===== src/rtl/rom_dec_pkg.sv =====
package rom_dec_pkg;
  typedef enum logic [1:0] {
    RSP_NONE  = 2'b00,
    RSP_DISC  = 2'b01,
    RSP_RETRY = 2'b10
  } rsp_e;

  typedef enum logic [1:0] {
    CLS_OTHER = 2'b00,
    CLS_WRITE = 2'b01,
    CLS_READ  = 2'b10
  } cls_e;

  localparam logic [3:0] CMD_MEM_RD      = 4'h6;
  localparam logic [3:0] CMD_MEM_WR      = 4'h7;
  localparam logic [3:0] CMD_MEM_RD_MULT = 4'hC;
  localparam logic [3:0] CMD_MEM_RD_LINE = 4'hE;
  localparam logic [3:0] CMD_MEM_WR_INV  = 4'hF;
endpackage


===== src/rtl/rom_win_match.sv =====
module rom_win_match #(
  parameter int ADDR_W = 32,
  parameter int WIN_LG = 16
) (
  input  logic [ADDR_W-1:0] addr,
  input  logic [ADDR_W-1:0] base,
  output logic              hit
);
  localparam int TAG_W = ADDR_W - WIN_LG;

  logic [TAG_W-1:0] addr_tag;
  logic [TAG_W-1:0] base_tag;
  logic             win_en;
  logic             unused_low_bits;

  assign addr_tag = addr[ADDR_W-1:WIN_LG];
  assign base_tag = base[ADDR_W-1:WIN_LG];
  assign win_en   = base[0];

  generate
    if (WIN_LG > 1) begin : g_spare
      assign unused_low_bits = ^{base[WIN_LG-1:1], addr[WIN_LG-1:0]};
    end else begin : g_nospare
      assign unused_low_bits = ^addr[WIN_LG-1:0];
    end
  endgenerate

  assign hit = win_en && (addr_tag == base_tag);
endmodule


===== src/rtl/rom_cmd_class.sv =====
module rom_cmd_class
  import rom_dec_pkg::*;
(
  input  logic [3:0] cmd,
  output cls_e       cls
);
  always_comb begin
    unique case (cmd)
      CMD_MEM_WR, CMD_MEM_WR_INV:                   cls = CLS_WRITE;
      CMD_MEM_RD, CMD_MEM_RD_MULT, CMD_MEM_RD_LINE: cls = CLS_READ;
      default:                                      cls = CLS_OTHER;
    endcase
  end
endmodule


===== src/rtl/rom_req_stage.sv =====
module rom_req_stage
  import rom_dec_pkg::*;
#(
  parameter int ADDR_W = 32,
  parameter int DATA_W = 32
) (
  input  logic              clk,
  input  logic              rst_n,
  input  logic              in_valid,
  input  logic              in_hit,
  input  cls_e              in_cls,
  input  logic [ADDR_W-1:0] in_addr,
  input  logic [3:0]        in_cmd,
  input  logic [DATA_W-1:0] in_data,
  output logic              q_valid,
  output logic              q_hit,
  output cls_e              q_cls,
  output logic [ADDR_W-1:0] q_addr,
  output logic [3:0]        q_cmd,
  output logic [DATA_W-1:0] q_data
);
  always_ff @(posedge clk) begin
    if (!rst_n) begin
      q_valid <= 1'b0;
      q_hit   <= 1'b0;
      q_cls   <= CLS_OTHER;
    end else begin
      q_valid <= in_valid;
      q_hit   <= in_valid && in_hit;
      q_cls   <= in_cls;
    end
  end

  always_ff @(posedge clk) begin
    if (in_valid) begin
      q_addr <= in_addr;
      q_cmd  <= in_cmd;
      q_data <= in_data;
    end
  end
endmodule


===== src/rtl/rom_target_decode.sv =====
module rom_target_decode
  import rom_dec_pkg::*;
#(
  parameter int ADDR_W = 32,
  parameter int DATA_W = 32,
  parameter int WIN_LG = 16,
  localparam int BE_W  = DATA_W / 8
) (
  input  logic              clk,
  input  logic              rst_n,
  input  logic              req_valid,
  input  logic [ADDR_W-1:0] req_addr,
  input  logic [3:0]        req_cmd,
  input  logic [BE_W-1:0]   req_be,
  input  logic [DATA_W-1:0] req_data,
  input  logic [ADDR_W-1:0] rom_base,
  output logic              resp_valid,
  output logic [1:0]        resp_code,
  output logic              push_valid,
  input  logic              push_ready,
  output logic [WIN_LG-1:0] push_addr,
  output logic [DATA_W-1:0] push_data,
  output logic              dread_valid,
  output logic [ADDR_W-1:0] dread_addr,
  output logic [3:0]        dread_cmd
);
  logic              in_hit;
  cls_e              in_cls;
  logic              s_valid;
  logic              s_hit;
  cls_e              s_cls;
  logic [ADDR_W-1:0] s_addr;
  logic [3:0]        s_cmd;
  logic [DATA_W-1:0] s_data;
  logic              claim_wr;
  logic              claim_rd;
  rsp_e              rsp;
  logic              unused_be;

  // Byte enables have no say in the decode: one posted write per request.
  assign unused_be = ^req_be;

  rom_win_match #(.ADDR_W(ADDR_W), .WIN_LG(WIN_LG)) u_match (
    .addr (req_addr),
    .base (rom_base),
    .hit  (in_hit)
  );

  rom_cmd_class u_class (
    .cmd (req_cmd),
    .cls (in_cls)
  );

  rom_req_stage #(.ADDR_W(ADDR_W), .DATA_W(DATA_W)) u_stage (
    .clk      (clk),
    .rst_n    (rst_n),
    .in_valid (req_valid),
    .in_hit   (in_hit),
    .in_cls   (in_cls),
    .in_addr  (req_addr),
    .in_cmd   (req_cmd),
    .in_data  (req_data),
    .q_valid  (s_valid),
    .q_hit    (s_hit),
    .q_cls    (s_cls),
    .q_addr   (s_addr),
    .q_cmd    (s_cmd),
    .q_data   (s_data)
  );

  assign claim_wr = s_valid && s_hit && (s_cls == CLS_WRITE);
  assign claim_rd = s_valid && s_hit && (s_cls == CLS_READ);

  always_comb begin
    if (claim_wr)      rsp = push_ready ? RSP_DISC : RSP_RETRY;
    else if (claim_rd) rsp = RSP_RETRY;
    else               rsp = RSP_NONE;
  end

  assign resp_valid  = s_valid;
  assign resp_code   = rsp;
  assign push_valid  = claim_wr;
  assign push_addr   = s_addr[WIN_LG-1:0];
  assign push_data   = s_data;
  assign dread_valid = claim_rd;
  assign dread_addr  = s_addr;
  assign dread_cmd   = s_cmd;
endmodule


===== config.mk =====
export PLATFORM = sky130hd
export DESIGN_NAME = rom_target_decode
export DESIGN_NICKNAME = d
export VERILOG_FILES = /design/src/rtl/rom_dec_pkg.sv /design/src/rtl/rom_win_match.sv /design/src/rtl/rom_cmd_class.sv /design/src/rtl/rom_req_stage.sv /design/src/rtl/rom_target_decode.sv
export SDC_FILE = /design/constraint.sdc
export NUM_CORES = 1
export LEC_CHECK = 0
export ABC_AREA = 1
export BUFFER_PORTS_ARGS = -buffer_cell sky130_fd_sc_hd__buf_4
export CAP_MARGIN = 20
export CORE_UTILIZATION = 39
export CTS_BUF_LIST = sky130_fd_sc_hd__clkbuf_4 sky130_fd_sc_hd__clkbuf_8 sky130_fd_sc_hd__clkbuf_16
export CTS_CLUSTER_DIAMETER = 120
export DETAILED_ROUTE_END_ITERATION = 10
export GPL_TIMING_DRIVEN = 1
export PLACE_DENSITY = 0.79
export RECOVER_POWER = 25
export SYNTH_ARGS = -nofsm -noshare
export SYNTH_HDL_FRONTEND = slang
export SYNTH_SLANG_ARGS = --single-unit
export TNS_END_PERCENT = 30

===== constraint.sdc =====
create_clock -name clk -period 0.9 [get_ports clk]
set_input_delay 0.135 -clock clk [delete_from_list [all_inputs] [get_ports clk]]
set_output_delay 0.135 -clock clk [all_outputs]
set_load 0.02 [all_outputs]

Word level (Yosys, flattened, before mapping)

Cells that the tools add are included.
Widths: inputs -> output; s select.

Output and inout port bits: 89
Register bits after elaboration: 72

Mux-type cells: 4
Eq/ne operators: 8
Reductions and logical operators: 7

Operator list:

| kind               | count |
|---|---|
| $eq 16x16->1       | 1 |
| $eq 4x4->1 const B | 3 |
| $eq 4x3->1 const B | 2 |
| $mux 2             | 3 |
| $logic_and 1x1->1  | 5 |
| $pmux 2 s2         | 1 |
| $reduce_or 3->1    | 1 |
| $eq 2x1->1 const B | 1 |
| $eq 2x2->1 const B | 1 |
| $reduce_or 2->1    | 1 |

Logic depth before layout (Yosys ltp)

Gate-level depths: netlist of run 1.

Word-level depth: 4
Depth in mapped cells: 8
Mapped depth without buffers: 8

Modules after synthesis

Synthesis of run 1 repeated with hierarchy kept, for this count alone.

Cells, all modules: 178
Area, all modules: 2640.0 um^2

Modules (own cells, without submodules):

| module            | area an instance (um^2) | sequential area each (um^2) | times used | cells each |
|---|---|---|---|---|
| rom_req_stage     | 2154.6                  | 2122.0                      | 1          | 80 |
| rom_win_match     | 275.3                   | 0.0                         | 1          | 63 |
| rom_target_decode | 187.7                   | 0.0                         | 1          | 29 |
| rom_cmd_class     | 22.5                    | 0.0                         | 1          | 6 |

Worst setup path before layout of run 1

No wires, ideal clock.

Kind: register -> output
From: register u_stage.q_valid
To: output resp_code[1]
Path buffers: 0
Setup slack: -0.506 ns
Arrival time: 1.271 ns
Cell stages (with the launch flop): 5
Cells stage by stage: dfxtp_1 > nand2_1 > nor3_2 > inv_2 > o21ai_1

Elaborated cells between the ends (all ways): 5
Those cells by class: mux (2); reduce/logical (3)

RTL lines:

| item                            | RTL line                | source |
|---|---|---|
| start: declaration              | rom_req_stage.sv:15     | `output logic q_valid,` |
| start signal: assignment        | rom_req_stage.sv:28     | `q_valid <= in_valid;` |
| $logic_and 1x1->1 (2 in series) | rom_target_decode.sv:71 | `assign claim_wr = s_valid && s_hit && (s_cls == CLS_WRITE);` |
| via push_valid                  | rom_target_decode.sv:19 | `output logic push_valid,` |
| $mux 2                          | rom_target_decode.sv:75 | `if (claim_wr) rsp = push_ready ? RSP_DISC : RSP_RETRY;` |
| end: declaration                | rom_target_decode.sv:18 | `output logic [1:0] resp_code,` |

The timed path passes the listed nets, and every way through them passes these cells.

Worst setup path after layout of run 1

From: register u_stage.q_valid
To: output resp_code[1]

Longest elaborated chain between the ends: 4
Elaborated cells between the ends (all ways): 5
Those cells by class: mux (2); reduce/logical (3)

Ends and longest elaborated chain:

| item                | RTL line                                         | source |
|---|---|---|
| $logic_and 1x1->1 * | rom_target_decode.sv:71, rom_target_decode.sv:72 |  |
| $logic_and 1x1->1   | rom_target_decode.sv:72                          | `assign claim_rd = s_valid && s_hit && (s_cls == CLS_READ);` |
| $mux 2              | rom_target_decode.sv:76                          | `else if (claim_rd) rsp = RSP_RETRY;` |
| $mux 2 *            | rom_target_decode.sv:75                          |  |

Mark *: on every way between the ends. The rest lies on a longest branch, timed or not.

==> results.txt, run 1 <==
total track usage -> 23.1%
Die Area -> 6950 um^2
Layout fillers -> 372
pwr dens -> 1590 nW/um^2
post-synthesis compound-gate area fraction -> 0.872%
status -> finished, violations left
Die Y-Extent -> 83.4 um
P&R area growth vs syn -> 99.0%
worst min path class -> input pin to flip-flop
#FFs+latches synth -> 72
Num CTS Buffers -> 9
port bufs -> 177
dominant cell type by area after synthesis -> edfxtp_1
initial antenna violation count -> 1
setup_tns -> -11.45 ns
CTS Sinks -> 72
hold_sp -> rst_n
first-pass GRT wire length -> 11900 um
share of Yosys cell area claimed by the top area cell type -> 79.0%
Routed wire per std cell -> 15.9 um
worst path arrival time -> 1.21 ns
maxcap violations -> 0
Final Wtd Congestion -> 0.719
initial core utilization -> 40.5%
total gr overflow -> 0
final WL -> 7860 um
CTS root buf -> clkbuf_8
relative slew slack -> 69.8%
Critical Path, Cell by Cell -> nand2_4, nor3_4, inv_2, o21ai_4, buf_6
placed inst area -> 3980 um^2
CP max-delay cell -> dfxtp_4
synth top area cells -> edfxtp_1, buf_4, nand2_1
VDD IR max -> 1040 uV
row cnt -> 29
vias in the first global route -> 2433
largest family of logic cells by synthesized area -> buffers and inverters
Core Box Area -> 6390 um^2
syn avg cell area -> 15.7 um^2
vias after detailed routing -> 2219
Mapped Area -> 2580 um^2
setup repair after global routing missed its margin -> yes
syn_nets -> 273
crit share post-route -> 150%
DRT Pass-1 Iters -> 4
Die W -> 83.4 um
vias per cell -> 4.49
simple-gate share of the synthesized area -> 7.41%
initial DRC count -> 40
Adder-Cell Fraction of Synth Area -> 0%
share of cells above drive strength 1 -> 50.5%
most common cell after layout, fill and taps aside -> buf_4
Nets -> 519
Worst EP required -> 0.76 ns
fin crit period -> 1.35 ns
Fmax -> 743 MHz
worst-margin pin slew -> 0.454 ns
Top Ports -> 197
post-synthesis mux area share -> 0%
Residual DRC -> 0
final setup fails -> 89
Post-CTS Setup Repair Bufs -> 0
Leakage -> 0.00230 uW
failing checks -> setup timing
Finished Cell Area -> 5140 um^2
Worst setup SP type -> flip-flop
WHS -> 0.0428 ns
most frequent cells in the layout -> buf_4, buf_6, dlygate4sd3_1, edfxtp_1, nand2_1
highest cell delay on the worst timing path -> 0.37 ns
Synth cell types -> 16
Max Slew Vio Count -> 0
Synth Warn # -> 0
Syn Inst Count -> 165
Place WS -> -0.214 ns
H-tree lvl count -> 3
detailed placer's ending HPWL -> 4890 um
post-route ant nets -> 0
CTS Buffer Depth -> 2
CTS tree -> yes
Hold Path Depth -> 3
CTS clock-pin slew for the worst setup and hold paths -> 0.07 ns
worst-path fanout max -> 2
post-synthesis xor/xnor area fraction -> 2.03%
critical path endpoint category -> primary output
worst setup path category -> flip-flop to primary output
setup slack after layout -> -0.446 ns
sequential share of the synthesized area -> 82.1%
crit path from -> u_stage.q_valid$_SDFF_PN0_
Fin. Hold Viols -> 0
largest net degree at the start of global routing -> 36
cell usage after synthesis (all sizes together):
| cell | n |
|---|---|
| nand4 | 1 |
| nor2 | 12 |
| nand3 | 1 |
| buf | 16 |
| nand2 | 30 |
| edfxtp | 68 |
| o22ai | 2 |
| o21ai | 2 |
| dfxtp | 4 |
| inv | 20 |
| nor3 | 3 |
| xor2 | 6 |
stage by stage:
stage	total power [uW]	utilization (%)	cells
2_1_floorplan	4670	-	165
3_3_place_gp	5440	62.4	409
4_1_cts	8170	80.1	493
3_5_place_dp	5480	62.4	409
5_1_grt	8460	80.5	494
6_report	8160	80.5	494
power by group:
part	internal (uW)	switching, uW	total [uW]	leakage (uW)
Sequential	3950	146	4100	0.000700
Clock	1130	1150	2280	0.0000930
Combinational	1010	776	1790	0.00151
final timing paths:
kind,to,slack [ns]
worst max-delay path,resp_code[1],-0.45
worst min-delay path,u_stage.q_valid$_SDFF_PN0_,0.04
cell families (layout without fill, tap and decap cells):
kind of cell / count (synthesis) / after routing
compound gates: 4 / 4
xor+xnor: 6 / 6
buf+inv: 36 / 287
other cells: 0 / 1
flops: 72 / 72
simple gates: 47 / 47
flip-flops by register name, summed over array words and instances, names as in the netlist:
register and count:
u_stage.q_data 32, u_stage.q_hit 1, u_stage.q_cmd 4, u_stage.q_cls 2, u_stage.q_valid 1, u_stage.q_addr 32
routing by layer:
metal  routed length [um]  track usage (%)  share of wire, %  vias up
met5                    0                0                 0        -
met4                  208             10.8               2.6        0
met2                 4480             45.2                57      120
met3                  596             7.75               7.6       16
li1                     -                -                 -     1038
met1                 2580             21.0                33     1045
cell type report:
type	count	area (um^2)	share of cell area [%]
repair buffers	251	2360	46.0
clock buffers	12	153	2.97
flip-flops and latches	72	2130	41.4
well taps	77	96.3	1.87
clock inverters	4	22.5	0.438
inverters	20	75.1	1.46
multi-input cells	57	299	5.82
diodes	1	2.50	0.0487
what timing repair did:
item,in CTS,in global routing
endpoints found under the hold margin,69,0
endpoints found under the setup margin,89,89
pin swaps,4,0
hold buffers,68,0
gates resized for setup,77,12
gates cloned,0,0
critical path, delay by kind of cell, from the launching register on:
family / cells / cell delay, ns
and+or+nand+nor: 2 / 0.18
DFF: 1 / 0.37
AOI/OAI and AO/OA: 1 / 0.12
buffers and inverters: 2 / 0.22
No activity file was read; power rests on OpenSTA's default activity.
==> run 2: changes to the inputs <==
--- a/config.mk
+++ b/config.mk
@@ -8,14 +8,15 @@
 export ABC_AREA = 1
 export BUFFER_PORTS_ARGS = -buffer_cell sky130_fd_sc_hd__buf_4
 export CAP_MARGIN = 20
-export CORE_UTILIZATION = 39
+export CORE_UTILIZATION = 40
 export CTS_BUF_LIST = sky130_fd_sc_hd__clkbuf_4 sky130_fd_sc_hd__clkbuf_8 sky130_fd_sc_hd__clkbuf_16
 export CTS_CLUSTER_DIAMETER = 120
 export DETAILED_ROUTE_END_ITERATION = 10
 export GPL_TIMING_DRIVEN = 1
-export PLACE_DENSITY = 0.79
+export PLACE_DENSITY = 0.8
 export RECOVER_POWER = 25
 export SYNTH_ARGS = -nofsm -noshare
 export SYNTH_HDL_FRONTEND = slang
+export SYNTH_HIERARCHICAL = 1
 export SYNTH_SLANG_ARGS = --single-unit
 export TNS_END_PERCENT = 30
==> results.txt, run 2 <==
Main synth FF type -> edfxtp_1
crit path from -> u_stage/q_valid$_SDFF_PN0_
worst-margin pin slew -> 0.396 ns
Fmax -> 808 MHz
largest net degree at the start of global routing -> 30
#FFs+latches synth -> 72
CTS tree -> yes
vias after detailed routing -> 2278
DRT Pass-1 Iters -> 4
share of Yosys cell area claimed by the top area cell type -> 77.3%
hold_sp -> rst_n
Worst setup SP type -> flip-flop
relative slew slack -> 73.6%
Synth cell types -> 15
Fin. Hold Viols -> 0
Nets -> 530
CTS clock-pin slew for the worst setup and hold paths -> 0.07 ns
worst setup path category -> flip-flop to primary output
Die W -> 83.2 um
Die Y-Extent -> 83.2 um
Routed wire per std cell -> 16.0 um
sequential share of the synthesized area -> 80.4%
syn_nets -> 286
maxcap violations -> 0
H-tree lvl count -> 3
ANT cells -> 0
Syn Inst Count -> 178
Top Ports -> 197
failing checks -> setup timing
most frequent cell after synthesis -> edfxtp_1
Max Slew Vio Count -> 0
row cnt -> 29
port bufs -> 177
worst path arrival time -> 1.10 ns
share of cells above drive strength 1 -> 51.3%
syn avg cell area -> 14.8 um^2
Synth Warn # -> 6
Finished Cell Area -> 5190 um^2
CTS Sinks -> 72
post-route ant nets -> 0
post-synthesis compound-gate area fraction -> 0.664%
dominant cell type by area after synthesis -> edfxtp_1
fin crit period -> 1.24 ns
final setup fails -> 89
post-synthesis mux area share -> 0%
vias in the first global route -> 2410
largest family of logic cells by synthesized area -> simple AND/OR/NAND/NOR gates
Leakage -> 0.00235 uW
CTS root buf -> clkbuf_8
simple-gate share of the synthesized area -> 9.05%
final WL -> 8090 um
top flop regs -> u_stage/q_addr x32, u_stage/q_data x32, u_stage/q_cmd x4
most common cell after layout, fill and taps aside -> buf_4
Place WS -> -0.129 ns
post-synthesis xor/xnor area fraction -> 1.66%
Adder-Cell Fraction of Synth Area -> 0%
P&R area growth vs syn -> 96.6%
vias per cell -> 4.52
Die Area -> 6930 um^2
status -> finished, violations left
setup repair after global routing missed its margin -> yes
Num CTS Buffers -> 9
initial antenna violation count -> 0
fin util -> 81.8%
VDD IR max -> 1090 uV
Worst EP required -> 0.76 ns
crit share post-route -> 138%
Synth top cells by count -> edfxtp_1, nand2_1, inv_1
total track usage -> 22.9%
initial core utilization -> 41.6%
post-synthesis async set-or-reset flop share -> 0%
synth top area cells -> edfxtp_1, nand2_1, buf_4
setup slack after layout -> -0.338 ns
Final Wtd Congestion -> 0.699
first-pass GRT wire length -> 11900 um
most frequent cells in the layout -> buf_4, buf_6, edfxtp_1, dlygate4sd3_1, nand2_1
critical path endpoint category -> primary output
CTS Buffer Depth -> 2
Core Box Area -> 6350 um^2
Residual DRC -> 0
placed inst area -> 4040 um^2
pwr dens -> 1610 nW/um^2
initial DRC count -> 60
total gr overflow -> 0
worst min path class -> input pin to flip-flop
worst-path fanout max -> 3
Post-synth EDFFs -> 68
Mapped Area -> 2640 um^2
detailed placer's ending HPWL -> 4930 um
run 2: cell count changes in the layout (fill, tap and decap cells not counted), sizes merged, moves of 2 or more:
| cell | previous run | this run |
|---|---|---|
| nand2 | 30 | 35 |
| buf | 180 | 177 |
| dlygate4sd3 | 68 | 65 |
| nand3 | 1 | 3 |
| clkbuf | 15 | 17 |
| nor2 | 12 | 16 |
| inv | 20 | 26 |
run 2: area by class of cell:
cell class	count	area, um^2
repair buffers	249	2340
flip-flops and latches	72	2130
fillers	371	1160
multi-input cells	64	332
clock buffers	10	131
inverters	26	100
well taps	77	96.3
clock inverters	6	60.1
run 2: report_power, final:
group / switching (uW) / internal, uW
Sequential: 155 / 3950
Clock: 1180 / 1300
Combinational: 786 / 1010
run 2: stage by stage:
step	power (uW)	instances	hold WS, ns	setup TNS, ns
5_1_grt	8670	504	0.0388	-15.19
3_5_place_dp	5510	423	0.314	-0.139
2_1_floorplan	4680	178	0.228	0
3_3_place_gp	5470	423	0.314	-0.0862
6_report	8380	504	0.0147	-12.08
4_1_cts	8370	504	0.00374	-12.18
run 2: what timing repair did:
item / in CTS / in global routing
pin swaps: 2 / 3
gates resized for setup: 80 / 13
setup endpoints to repair: 89 / 89
buffers inserted: 0 / 0
endpoints found under the hold margin: 65 / 0
hold buffers: 65 / 0
run 2: worst max-delay path, stage by stage (launching register included):
cell,delay [ns]
dfxtp_2,0.36
nand2_4,0.09
inv_4,0.07
nand3_4,0.07
nand2_2,0.08
buf_6,0.11
run 2: path summary, 6_finish.rpt:
kind / end / slack, ns / cells past startpoint
worst min-delay path: u_stage/q_cls[1]$_SDFF_PN0_ / 0.01 / 3
worst max-delay path: resp_code[1] / -0.34 / 5
run 2: per-layer routing:
metal	up-vias	track usage (%)	part of all wire [%]
met5	-	0	0
met4	0	8.15	1.4
met3	13	7.16	8.2
met2	122	44.8	58
met1	1076	22.0	32
li1	1067	-	-
run 2: cell families after synthesis:
logic type	Yosys count
compound gates	3
simple gates	56
flops	72
xor+xnor	5
buf+inv	42
==> run 3: changes to the inputs <==
--- a/config.mk
+++ b/config.mk
@@ -8,6 +8,7 @@
 export ABC_AREA = 1
 export BUFFER_PORTS_ARGS = -buffer_cell sky130_fd_sc_hd__buf_4
 export CAP_MARGIN = 20
+export CORE_ASPECT_RATIO = 1.5
 export CORE_UTILIZATION = 40
 export CTS_BUF_LIST = sky130_fd_sc_hd__clkbuf_4 sky130_fd_sc_hd__clkbuf_8 sky130_fd_sc_hd__clkbuf_16
 export CTS_CLUSTER_DIAMETER = 120
==> constraint.sdc (replaced) <==
create_clock -name clk -period 1.4 [get_ports clk]
set_input_delay 0.21 -clock clk [delete_from_list [all_inputs] [get_ports clk]]
set_output_delay 0.21 -clock clk [all_outputs]
set_load 0.02 [all_outputs]
==> results.txt, run 3 (synthesis gave the netlist of run 2 again) <==
total track usage -> 17.5%
vias per cell -> 4.44
CTS clock-pin slew for the worst setup and hold paths -> 0.07 ns
CTS tree -> yes
worst-margin pin slew -> 0.194 ns
final setup fails -> 0
most frequent cells in the layout -> buf_4, edfxtp_1, clkbuf_4, nand2_1, inv_1
Max Slew Vio Count -> 0
setup_tns -> 0 ns
Residual DRC -> 0
Worst EP required -> 1.19 ns
maxcap violations -> 0
final WL -> 6020 um
Fmax -> 768 MHz
first-pass GRT wire length -> 8510 um
worst min path class -> input pin to flip-flop
total gr overflow -> 0
ANT cells -> 0
vias after detailed routing -> 1912
pwr dens -> 1350 nW/um^2
CTS Buffer Depth -> 2
post-cts sizing count -> 0
VDD IR max -> 758 uV
critical path endpoint category -> primary output
Final Wtd Congestion -> 0.677
Die Y-Extent -> 102 um
port bufs -> 177
most common cell after layout, fill and taps aside -> buf_4
H-tree lvl count -> 3
share of cells above drive strength 1 -> 56.3%
area taken by flip-flops and latches -> 2120 um^2
worst-path fanout max -> 3
largest net degree at the start of global routing -> 37
initial DRC count -> 74
Routed wire per std cell -> 14.0 um
Hold Path Depth -> 1
CTS Sinks -> 72
Layout fillers -> 472
Worst setup SP type -> flip-flop
crit share post-route -> 93.0%
worst path arrival time -> 1.09 ns
vias in the first global route -> 1825
Die W -> 68.3 um
DRT Pass-1 Iters -> 4
Top Ports -> 197
WHS -> 0.0677 ns
status -> finished clean
top flop regs -> u_stage/q_addr x32, u_stage/q_data x32, u_stage/q_cmd x4
post-route ant nets -> 0
Post-CTS Setup Repair Bufs -> 0
initial core utilization -> 42.2%
setup repair after global routing missed its margin -> no
Nets -> 460
P&R area growth vs syn -> 61.1%
Fin. Hold Viols -> 0
row cnt -> 35
detailed placer's ending HPWL -> 4850 um
Die Area -> 6940 um^2
Hold-fix buffers, CTS -> 0
worst setup path category -> flip-flop to primary output
Core Box Area -> 6260 um^2
Leakage -> 0.00197 uW
Num CTS Buffers -> 9
initial antenna violation count -> 0
fin crit period -> 1.30 ns
area of the multi-input gates -> 300 um^2
CTS root buf -> clkbuf_8
relative slew slack -> 87.0%
[run 3: final cells by class]
type                       instances  area share, %
clock inverter                     7           3.91
tap                               74           2.18
sequential                        72           49.9
multi-input combinational         64           7.06
timing repair buffer             179           31.7
clock buffer                       9           2.91
inverter                          26           2.29
[run 3: per-layer routing]
| layer | track usage (%) | vias to the layer above | share of wire (%) |
|---|---|---|---|
| met5 | 0 | - | 0 |
| met4 | 7.69 | 0 | 1.5 |
| met3 | 5.97 | 9 | 9.9 |
| met2 | 31.2 | 115 | 57 |
| met1 | 17.8 | 861 | 32 |
| li1 | - | 927 | - |
[run 3: metrics by stage]
step	area [um^2]	std cells	setup slack (ns)	total power (uW)	util, %
after detailed placement	3980	415	0.298	3530	63.6
after floorplan	2640	178	0.315	3010	-
final	4250	431	0.0976	5750	67.9
after global routing	4250	431	0.00672	5970	67.9
after CTS	4270	431	0.0701	5830	68.2
after global placement	3980	415	0.311	3500	63.6
[run 3: final timing paths]
| path | from | end | slack (ns) |
|---|---|---|---|
| max | u_stage/q_valid$_SDFF_PN0_ | resp_code[1] | 0.1 |
| min | req_addr[9] | u_stage/q_addr[9]$_DFFE_PP_ | 0.07 |
[run 3: where the power goes]
group          internal [uW]  switching, uW
registers               2540           55.3
clock network           1550            745
logic                    412            453
total                   4500           1250
[run 3: critical path: stages, from the launching register on]
cell and delay [ns]:
dfxtp_1 0.34, nand2_2 0.08, inv_2 0.07, nand3_2 0.07
nand2_1 0.07, buf_4 0.13
